## config.mk

```make
export PLATFORM = sky130hd
export DESIGN_NAME = dvfs_seq
export DESIGN_NICKNAME = d
export VERILOG_FILES = /design/src/rtl/dvfs_pkg.sv /design/src/rtl/dvfs_hs.sv /design/src/rtl/dvfs_gate.sv /design/src/rtl/dvfs_seq.sv
export SDC_FILE = /design/constraint.sdc
export NUM_CORES = 1
export LEC_CHECK = 0
export ABC_AREA = 1
export BUFFER_PORTS_ARGS = -buffer_cell sky130_fd_sc_hd__buf_2
export CORE_UTILIZATION = 55
export DETAILED_ROUTE_END_ITERATION = 12
export PLACE_DENSITY = 0.95
export SLEW_MARGIN = 20
export SYNTH_ARGS = -nofsm -noshare
export SYNTH_HDL_FRONTEND = slang
export SYNTH_SLANG_ARGS = --single-unit
export TNS_END_PERCENT = 5
```

## constraint.sdc

```tcl
create_clock -name clk -period 3.27 [get_ports clk]
set_clock_uncertainty 0.15 [all_clocks]
set_input_delay 0.327 -clock clk [delete_from_list [all_inputs] [get_ports clk]]
set_output_delay 0.327 -clock clk [all_outputs]
set_load 0.1 [all_outputs]
```

## src/rtl/dvfs_pkg.sv

```systemverilog
// dvfs_pkg: shared types and per-level tables for the DVFS sequencer.
// Assumes five levels, index 0 the fastest; tables are small case functions.
package dvfs_pkg;
    localparam int NUM_LEVELS = 5;
    localparam int LVL_W      = $clog2(NUM_LEVELS);
    localparam int MV_W       = 11;
    localparam int DIV_W      = 16;
    localparam logic [LVL_W-1:0] LOWEST = LVL_W'(NUM_LEVELS - 1);

    typedef enum logic [3:0] {
        S_IDLE, S_VUP_CPU, S_VUP_INT, S_BYP_AWAY, S_MODE_PRE, S_DIV_WR,
        S_DIV_WAIT, S_MODE_POST, S_BYP_RET, S_REFRESH, S_VDN_INT,
        S_VDN_CPU, S_FINISH
    } seq_state_t;

    function automatic logic [MV_W-1:0] cpu_mv(input logic [LVL_W-1:0] l);
        case (l)
            3'd0:    return MV_W'(1250);
            3'd1:    return MV_W'(1200);
            3'd2:    return MV_W'(1050);
            default: return MV_W'(950);
        endcase
    endfunction

    function automatic logic [MV_W-1:0] int_mv(input logic [LVL_W-1:0] l);
        return (l == LOWEST) ? MV_W'(1000) : MV_W'(1100);
    endfunction

    // Packing: [15:12] periph, [11:8] mem bus, [7:4] system, [3:0] CPU divide
    function automatic logic [DIV_W-1:0] div_of(input logic [LVL_W-1:0] l);
        case (l)
            3'd0:    return 16'h1440;
            3'd1:    return 16'h1330;
            3'd2:    return 16'h1131;
            3'd3:    return 16'h1033;
            default: return 16'h0077;
        endcase
    endfunction

    function automatic logic is_reg_st(input seq_state_t s);
        return s inside {S_VUP_CPU, S_VUP_INT, S_VDN_INT, S_VDN_CPU};
    endfunction

    function automatic logic is_byp_st(input seq_state_t s);
        return s inside {S_BYP_AWAY, S_BYP_RET};
    endfunction
endpackage

```

## src/rtl/dvfs_hs.sv

```systemverilog
// dvfs_hs: one request/acknowledge channel. A one-cycle start yields a
// one-cycle req; fin pulses when ack arrives while a request is pending.
// Assumes the agent never acknowledges without an outstanding request.
module dvfs_hs (
    input  logic clk,
    input  logic rst_n,
    input  logic start,
    input  logic ack,
    output logic req,
    output logic fin
);
    logic pend_q;

    // Issue the request pulse and track the outstanding state.
    always_ff @(posedge clk) begin
        if (!rst_n) begin
            req    <= 1'b0;
            pend_q <= 1'b0;
        end else begin
            req <= start;
            if (start)
                pend_q <= 1'b1;
            else if (ack)
                pend_q <= 1'b0;
        end
    end

    assign fin = pend_q & ack & ~start;

    // request is a single-cycle pulse
    a_r14_req_single: assert property (@(posedge clk) disable iff (!rst_n)
        req |=> !req);
endmodule

```

## src/rtl/dvfs_gate.sv

```systemverilog
// dvfs_gate: admission and sticky lock. Release flag applies before the
// lock check, lock flag after an accepted request; both set means neither.
module dvfs_gate #(
    parameter int LW   = 3,
    parameter int NLVL = 5
) (
    input  logic          clk,
    input  logic          rst_n,
    input  logic          go,
    input  logic [1:0]    flags,
    input  logic [LW-1:0] level,
    output logic          accept,
    output logic          reject
);
    localparam logic [LW-1:0] TOP_IDX = LW'(NLVL - 1);
    logic lock_q, rel, lk, lock_eff;

    // Decode flags and decide on the request.
    always_comb begin
        rel      = (flags == 2'b10);
        lk       = (flags == 2'b01);
        lock_eff = lock_q & ~rel;
        reject   = go & (lock_eff | (level > TOP_IDX));
        accept   = go & ~reject;
    end

    // Update the sticky lock after each decision.
    always_ff @(posedge clk) begin
        if (!rst_n)
            lock_q <= 1'b0;
        else if (go)
            lock_q <= lock_eff | (accept & lk);
    end

    // both flags set leave the lock unchanged
    a_r9_both_ignored: assert property (@(posedge clk) disable iff (!rst_n)
        (go && flags == 2'b11) |=> lock_q == $past(lock_q));
endmodule

```

## src/rtl/dvfs_seq.sv

```systemverilog
// dvfs_seq: top of the DVFS level transition sequencer. Orders rail
// changes, PLL bypass, divider write, memory mode and refresh rescale.
// Assumes div_busy rises within one cycle of div_we.
module dvfs_seq
    import dvfs_pkg::*;
#(
    parameter int RESET_LEVEL = 1,
    parameter int SLEEP_LEVEL = 1,
    parameter int BUSY_W      = 16,
    parameter int CHK_W       = 8
) (
    input  logic              clk,
    input  logic              rst_n,
    input  logic              req_valid,
    input  logic [LVL_W-1:0]  req_level,
    input  logic [1:0]        req_flags,
    input  logic              sleep_req,
    input  logic              wake_req,
    output logic              vreq,
    output logic              vreq_rail,
    output logic [MV_W-1:0]   vreq_mv,
    input  logic              vack,
    output logic              byp_req,
    output logic              byp_ret,
    input  logic              byp_ack,
    output logic              rfs_req,
    input  logic              rfs_ack,
    output logic [DIV_W-1:0]  div_word,
    output logic              div_we,
    input  logic [BUSY_W-1:0] div_busy,
    output logic [1:0]        mem_mode,
    output logic              pll_hi,
    output logic              busy,
    output logic              done,
    output logic              err,
    output logic [LVL_W-1:0]  cur_level
);
    seq_state_t state_q, nxt;
    logic [LVL_W-1:0] tgt_q, cur_q, saved_q, sel_lvl;
    logic [1:0] sel_flags;
    logic up_q, byp_q, first_q, kick_q, sel_go, accept, reject, byp_new;
    logic reg_fin, byp_fin, rfs_fin, settled;

    // Pick the pending request: sleep over wake over ordinary.
    always_comb begin
        sel_go    = (state_q == S_IDLE) & (sleep_req | wake_req | req_valid);
        sel_lvl   = sleep_req ? LVL_W'(SLEEP_LEVEL) : wake_req ? saved_q : req_level;
        sel_flags = sleep_req ? 2'b01 : wake_req ? 2'b10 : req_flags;
        byp_new   = first_q | ((sel_lvl == '0) != (cur_q == '0));
        settled   = (div_busy[CHK_W-1:0] == '0);
    end

    dvfs_gate #(.LW(LVL_W), .NLVL(NUM_LEVELS)) u_gate (
        .clk(clk), .rst_n(rst_n), .go(sel_go), .flags(sel_flags),
        .level(sel_lvl), .accept(accept), .reject(reject));

    dvfs_hs u_reg (.clk(clk), .rst_n(rst_n), .start(kick_q & is_reg_st(state_q)),
        .ack(vack), .req(vreq), .fin(reg_fin));
    dvfs_hs u_byp (.clk(clk), .rst_n(rst_n), .start(kick_q & is_byp_st(state_q)),
        .ack(byp_ack), .req(byp_req), .fin(byp_fin));
    dvfs_hs u_rfs (.clk(clk), .rst_n(rst_n), .start(kick_q & (state_q == S_REFRESH)),
        .ack(rfs_ack), .req(rfs_req), .fin(rfs_fin));

    // Next-state selection for the transition walk.
    always_comb begin
        nxt = state_q;
        case (state_q)
            S_IDLE:      if (accept && !(sel_lvl == cur_q && !first_q))
                             nxt = (sel_lvl <= cur_q) ? S_VUP_CPU :
                                   (byp_new ? S_BYP_AWAY : S_MODE_PRE);
            S_VUP_CPU:   if (reg_fin) nxt = S_VUP_INT;
            S_VUP_INT:   if (reg_fin) nxt = byp_q ? S_BYP_AWAY : S_MODE_PRE;
            S_BYP_AWAY:  if (byp_fin) nxt = S_MODE_PRE;
            S_MODE_PRE:  nxt = S_DIV_WR;
            S_DIV_WR:    nxt = S_DIV_WAIT;
            S_DIV_WAIT:  if (settled) nxt = S_MODE_POST;
            S_MODE_POST: nxt = byp_q ? S_BYP_RET : S_REFRESH;
            S_BYP_RET:   if (byp_fin) nxt = S_REFRESH;
            S_REFRESH:   if (rfs_fin) nxt = up_q ? S_FINISH : S_VDN_INT;
            S_VDN_INT:   if (reg_fin) nxt = S_VDN_CPU;
            S_VDN_CPU:   if (reg_fin) nxt = S_FINISH;
            default:     nxt = S_IDLE;
        endcase
    end

    // State, context registers and register-model outputs.
    always_ff @(posedge clk) begin
        if (!rst_n) begin
            state_q  <= S_IDLE;
            kick_q   <= 1'b0;
            tgt_q    <= LVL_W'(RESET_LEVEL);
            cur_q    <= LVL_W'(RESET_LEVEL);
            saved_q  <= LVL_W'(RESET_LEVEL);
            up_q     <= 1'b0;
            byp_q    <= 1'b0;
            first_q  <= 1'b1;
            div_word <= '0;
            div_we   <= 1'b0;
            mem_mode <= 2'b00;
            pll_hi   <= 1'b0;
            done     <= 1'b0;
            err      <= 1'b0;
        end else begin
            state_q <= nxt;
            kick_q  <= (nxt != state_q) & (is_reg_st(nxt) | is_byp_st(nxt) | (nxt == S_REFRESH));
            div_we  <= (state_q == S_DIV_WR);
            done    <= 1'b0;
            err     <= reject;
            if (state_q == S_IDLE && accept) begin
                tgt_q <= sel_lvl;
                up_q  <= (sel_lvl <= cur_q);
                byp_q <= byp_new;
                if (sleep_req) saved_q <= cur_q;
                if (sel_lvl == cur_q && !first_q) done <= 1'b1;
            end
            if (state_q == S_MODE_PRE && tgt_q != LOWEST) mem_mode <= 2'b01;
            if (state_q == S_DIV_WR) div_word <= div_of(tgt_q);
            if (state_q == S_MODE_POST) begin
                if (tgt_q == LOWEST) mem_mode <= 2'b11;
                if (byp_q) pll_hi <= (tgt_q == '0);
            end
            if (state_q == S_FINISH) begin
                cur_q   <= tgt_q;
                first_q <= 1'b0;
                done    <= 1'b1;
            end
        end
    end

    assign vreq_rail = (state_q == S_VUP_INT) | (state_q == S_VDN_INT);
    assign vreq_mv   = vreq_rail ? int_mv(tgt_q) : cpu_mv(tgt_q);
    assign byp_ret   = (state_q == S_BYP_RET);
    assign busy      = (state_q != S_IDLE);
    assign cur_level = cur_q;

    // done and err are exclusive and single-cycle
    a_r13_no_done_err: assert property (@(posedge clk) disable iff (!rst_n)
        !(done && err));
    a_r13_done_single: assert property (@(posedge clk) disable iff (!rst_n)
        done |=> !done);
    // no progress while a checked busy bit is set
    a_r6_hold_busy: assert property (@(posedge clk) disable iff (!rst_n)
        (state_q == S_DIV_WAIT && !settled) |=> state_q == S_DIV_WAIT);
    // a rejected request is flagged and starts nothing
    a_r10_reject_err: assert property (@(posedge clk) disable iff (!rst_n)
        reject |=> (err && !busy));
    // no rail request while the divider settles
    a_r2_quiet_div: assert property (@(posedge clk) disable iff (!rst_n)
        div_we |-> !vreq);
endmodule

```

==> flow_summary.yaml <==
yosys:
  synth_area_mm2: 0.00221
  yosysTopAreaCellShare: 0.353
  ys_ff_latch: 39
  ys_seq_area_frac: 0.353
  synthArstFlopShare: 0
  synth.area.top_cells: "dfxtp_1 (35%), nand2_1 (12%), inv_1 (7.6%), nor2_1 (6.1%), a21oi_1 (5.2%)"
  yosysMostFrequentCell: "nand2_1"
  syn_inst: 327
  netlist-cell-type-count: 34
  syn_area_per_cell_um2: 6.76
  yosysTopAreaCell: "dfxtp_1"
  synth-edff-count: 0
  yosys-top-cells-count: "nand2_1 (69), inv_1 (45), dfxtp_1 (39)"
  synth_top_flop_cell: "dfxtp_1"
  ys_warn_count: 0
global_routing:
  grt_pass1_vias: 1989
  met1_usage: 0.282
  gr-max-usage-layer: "met2"
  track_usage: 0.248
  gr-total-overflow: 0
  antenna_found_initial: 0
  grt_max_degree: 26
  met3_usage: 0.0434
  grt_pass1_wl_mm: 8.18
  use_met2: 0.450
final_layout:
  final_nets: 413
  final_area_mm2: 0.00257
  n_antenna_cell: 0
  multi_input_area_mm2: 0.00116
  final_layout_size_suffix_gt1_frac: 0.270
  syn2layout_area_growth_pct: 16.4
  fillCellCount: 324
  ff_latch_area_um2: 781
routing:
  dr.pass1.iters: 4
  wl_mm: 4.90
  wl_per_cell_um: 11.4
  viasPerCell: 5.13
  via_count: 2205
  drcViolationCount: 0
  antenna_left: 0
  drt_iter0_drc: 89
timing:
  fin_crit_ns: 2.30
  grt_setup_unrepaired: "false"
  worstMarginPinSlew_ns: 0.818
  period_share: 0.702
  setup_viol: 0
  hold_viol_final: 0
  timing.hold.ws_ns: 0.138
  max_freq_ghz: 0.435
  maxSlewHeadroom: 0.451
  drv_slew: 0
critical_path:
  reg2reg_from: "saved_q[2]"
  critPathLaunch: "state_q[1]"
  r2r_setup_slack_ns: 1.06
  start_kind: "register"
  critPathSlowestCell: "buf_2"
  required_ns: 2.79
  path_max_fanout: 6
  endpoint: "vreq_mv[10]"
  r2r-end: "kick_q"
  crit_chain: "inv_2 -> nor2_2 -> nand2_2 -> inv_1 -> nand2_1 -> o21ai_2 -> buf_2"
  reg2reg_depth: 15
  endpoint_kind: "primary output"
  critPathArrivalTime_ns: 1.82
  crit_path_max_incr_delay_ns: 0.44
  path_class: "reg -> out"
cts:
  clkLatencyLatePin_ns: 0.29
  root_buffer: "clkbuf_8"
  clk_path_buf_depth: 2
  postCtsSetupBuffers: 0
  post_cts_resized: 0
  cts_buffers: 5
  cts.reportedPaths.clkPinSlew_ns: 0.08
  clock-sinks: 39
  h-tree-depth: 2
  holdBufCountCts: 0
  cts_tree: "built"
flow_run:
  maxCapViolCount: 0
power:
  p_sw_uw: 1180
  swShare: 0.572
  pwr-share-comb: 0.562
  p_seq_frac: 0.283
  power_frac_clock: 0.155
  vdd_ir_drop_max_mv: 0.484
  p_leak_uw: 0.00137
  power_density_mw_per_mm2: 803
  internal_power_uw: 884
floorplan:
  die_area_mm2: 0.00428
  core_mm2: 0.00374
  die_x_um: 65.4
  dieHeight_um: 65.4
  num_rows: 22
  start_util: 0.590
  ioPinCount: 71
place:
  port_buffers: 55
  globalplace.congestion: 0.904
  dpl-instance-area_mm2: 0.00249
  dp_hpwl_mm: 3.74
min_path:
  worstHoldPathType: "in -> reg"
  min-delay-start: "byp_ack"
run_status:
  outcome: "finished clean"
==> final cells by class <==
type | instances | area share
Timing Repair Buffer | 55 | 0.107
Clock inverter | 2 | 0.00486
Inverter | 57 | 0.0832
Clock buffer | 6 | 0.0282
Sequential cell | 39 | 0.304
Tap cell | 48 | 0.0233
Multi-Input combinational cell | 223 | 0.450
==> placed cells by master (no fill, tap or decap), drive strengths merged, types with 3 or more instances in the layout <==
cell,count
nand3,22
o21ai,19
a21oi,23
clkbuf,6
nand4,7
ha,3
conb,7
inv,56
nor2,48
nor3,4
buf,55
dfxtp,39
nand2,78
==> per-stage QoR <==
| step | total power [uW] | TNS (ns) | std cells | worst slack, ns | util |
|---|---|---|---|---|---|
| after CTS | 2070 | 0 | 430 | 0.970 | 0.687 |
| after floorplan | 1620 | -0.450 | 333 | -0.450 | - |
| final | 2060 | 0 | 430 | 0.974 | 0.687 |
| after global placement | 1730 | 0 | 422 | 0.907 | 0.664 |
| after detailed placement | 1750 | 0 | 422 | 0.845 | 0.664 |
| after global routing | 2160 | 0 | 430 | 0.855 | 0.687 |
==> power groups by stage <==
stage                     Combinational (uW)  Sequential (uW)  Clock (uW)
after detailed placement                1150              594           0
final                                   1160              585         319
after CTS                               1160              584         322
after global routing                    1230              593         340
after global placement                  1130              592           0
after floorplan                         1000              613           0
==> worst min-delay path by stage <==
stage	end	cells past startpoint
finish	u_byp.pend_q	4
floorplan	u_byp.pend_q	2
global route	u_byp.pend_q	4
CTS	u_byp.pend_q	4
global placement	u_byp.pend_q	2
detailed placement	u_byp.pend_q	2
==> cells by family (layout without fill, tap and decap cells) <==
family,after synthesis,in the layout,share of synthesized area
AO/OA/AOI/OAI,51,51,0.135
flip-flops,39,39,0.353
buffers and inverters,71,120,0.141
AND/OR/NAND/NOR,162,162,0.352
other,1,7,0.00170
adder cells (fa/ha/maj),3,3,0.0170
==> critical path: cells and delay by family (launching register included) <==
| family | cells | cell delay, ns |
|---|---|---|
| flops | 1 | 0.41 |
| simple gates | 3 | 0.38 |
| buf+inv | 3 | 0.66 |
| compound gates | 1 | 0.07 |
==> sequential cells by signal, summed over array words and instances (netlist names), 2 cells and up <==
| name | cells |
|---|---|
| mem_mode | 2 |
| cur_level | 3 |
| saved_q | 3 |
| tgt_q | 3 |
| div_word | 9 |
| state_q | 4 |
==> per-layer routing <==
metal	up-vias	share of wire
met3	9	0.063
met2	69	0.51
met5	-	0
met1	1002	0.41
li1	1125	-
met4	0	0.015
Note: power is estimated with default switching activity, not from simulation.
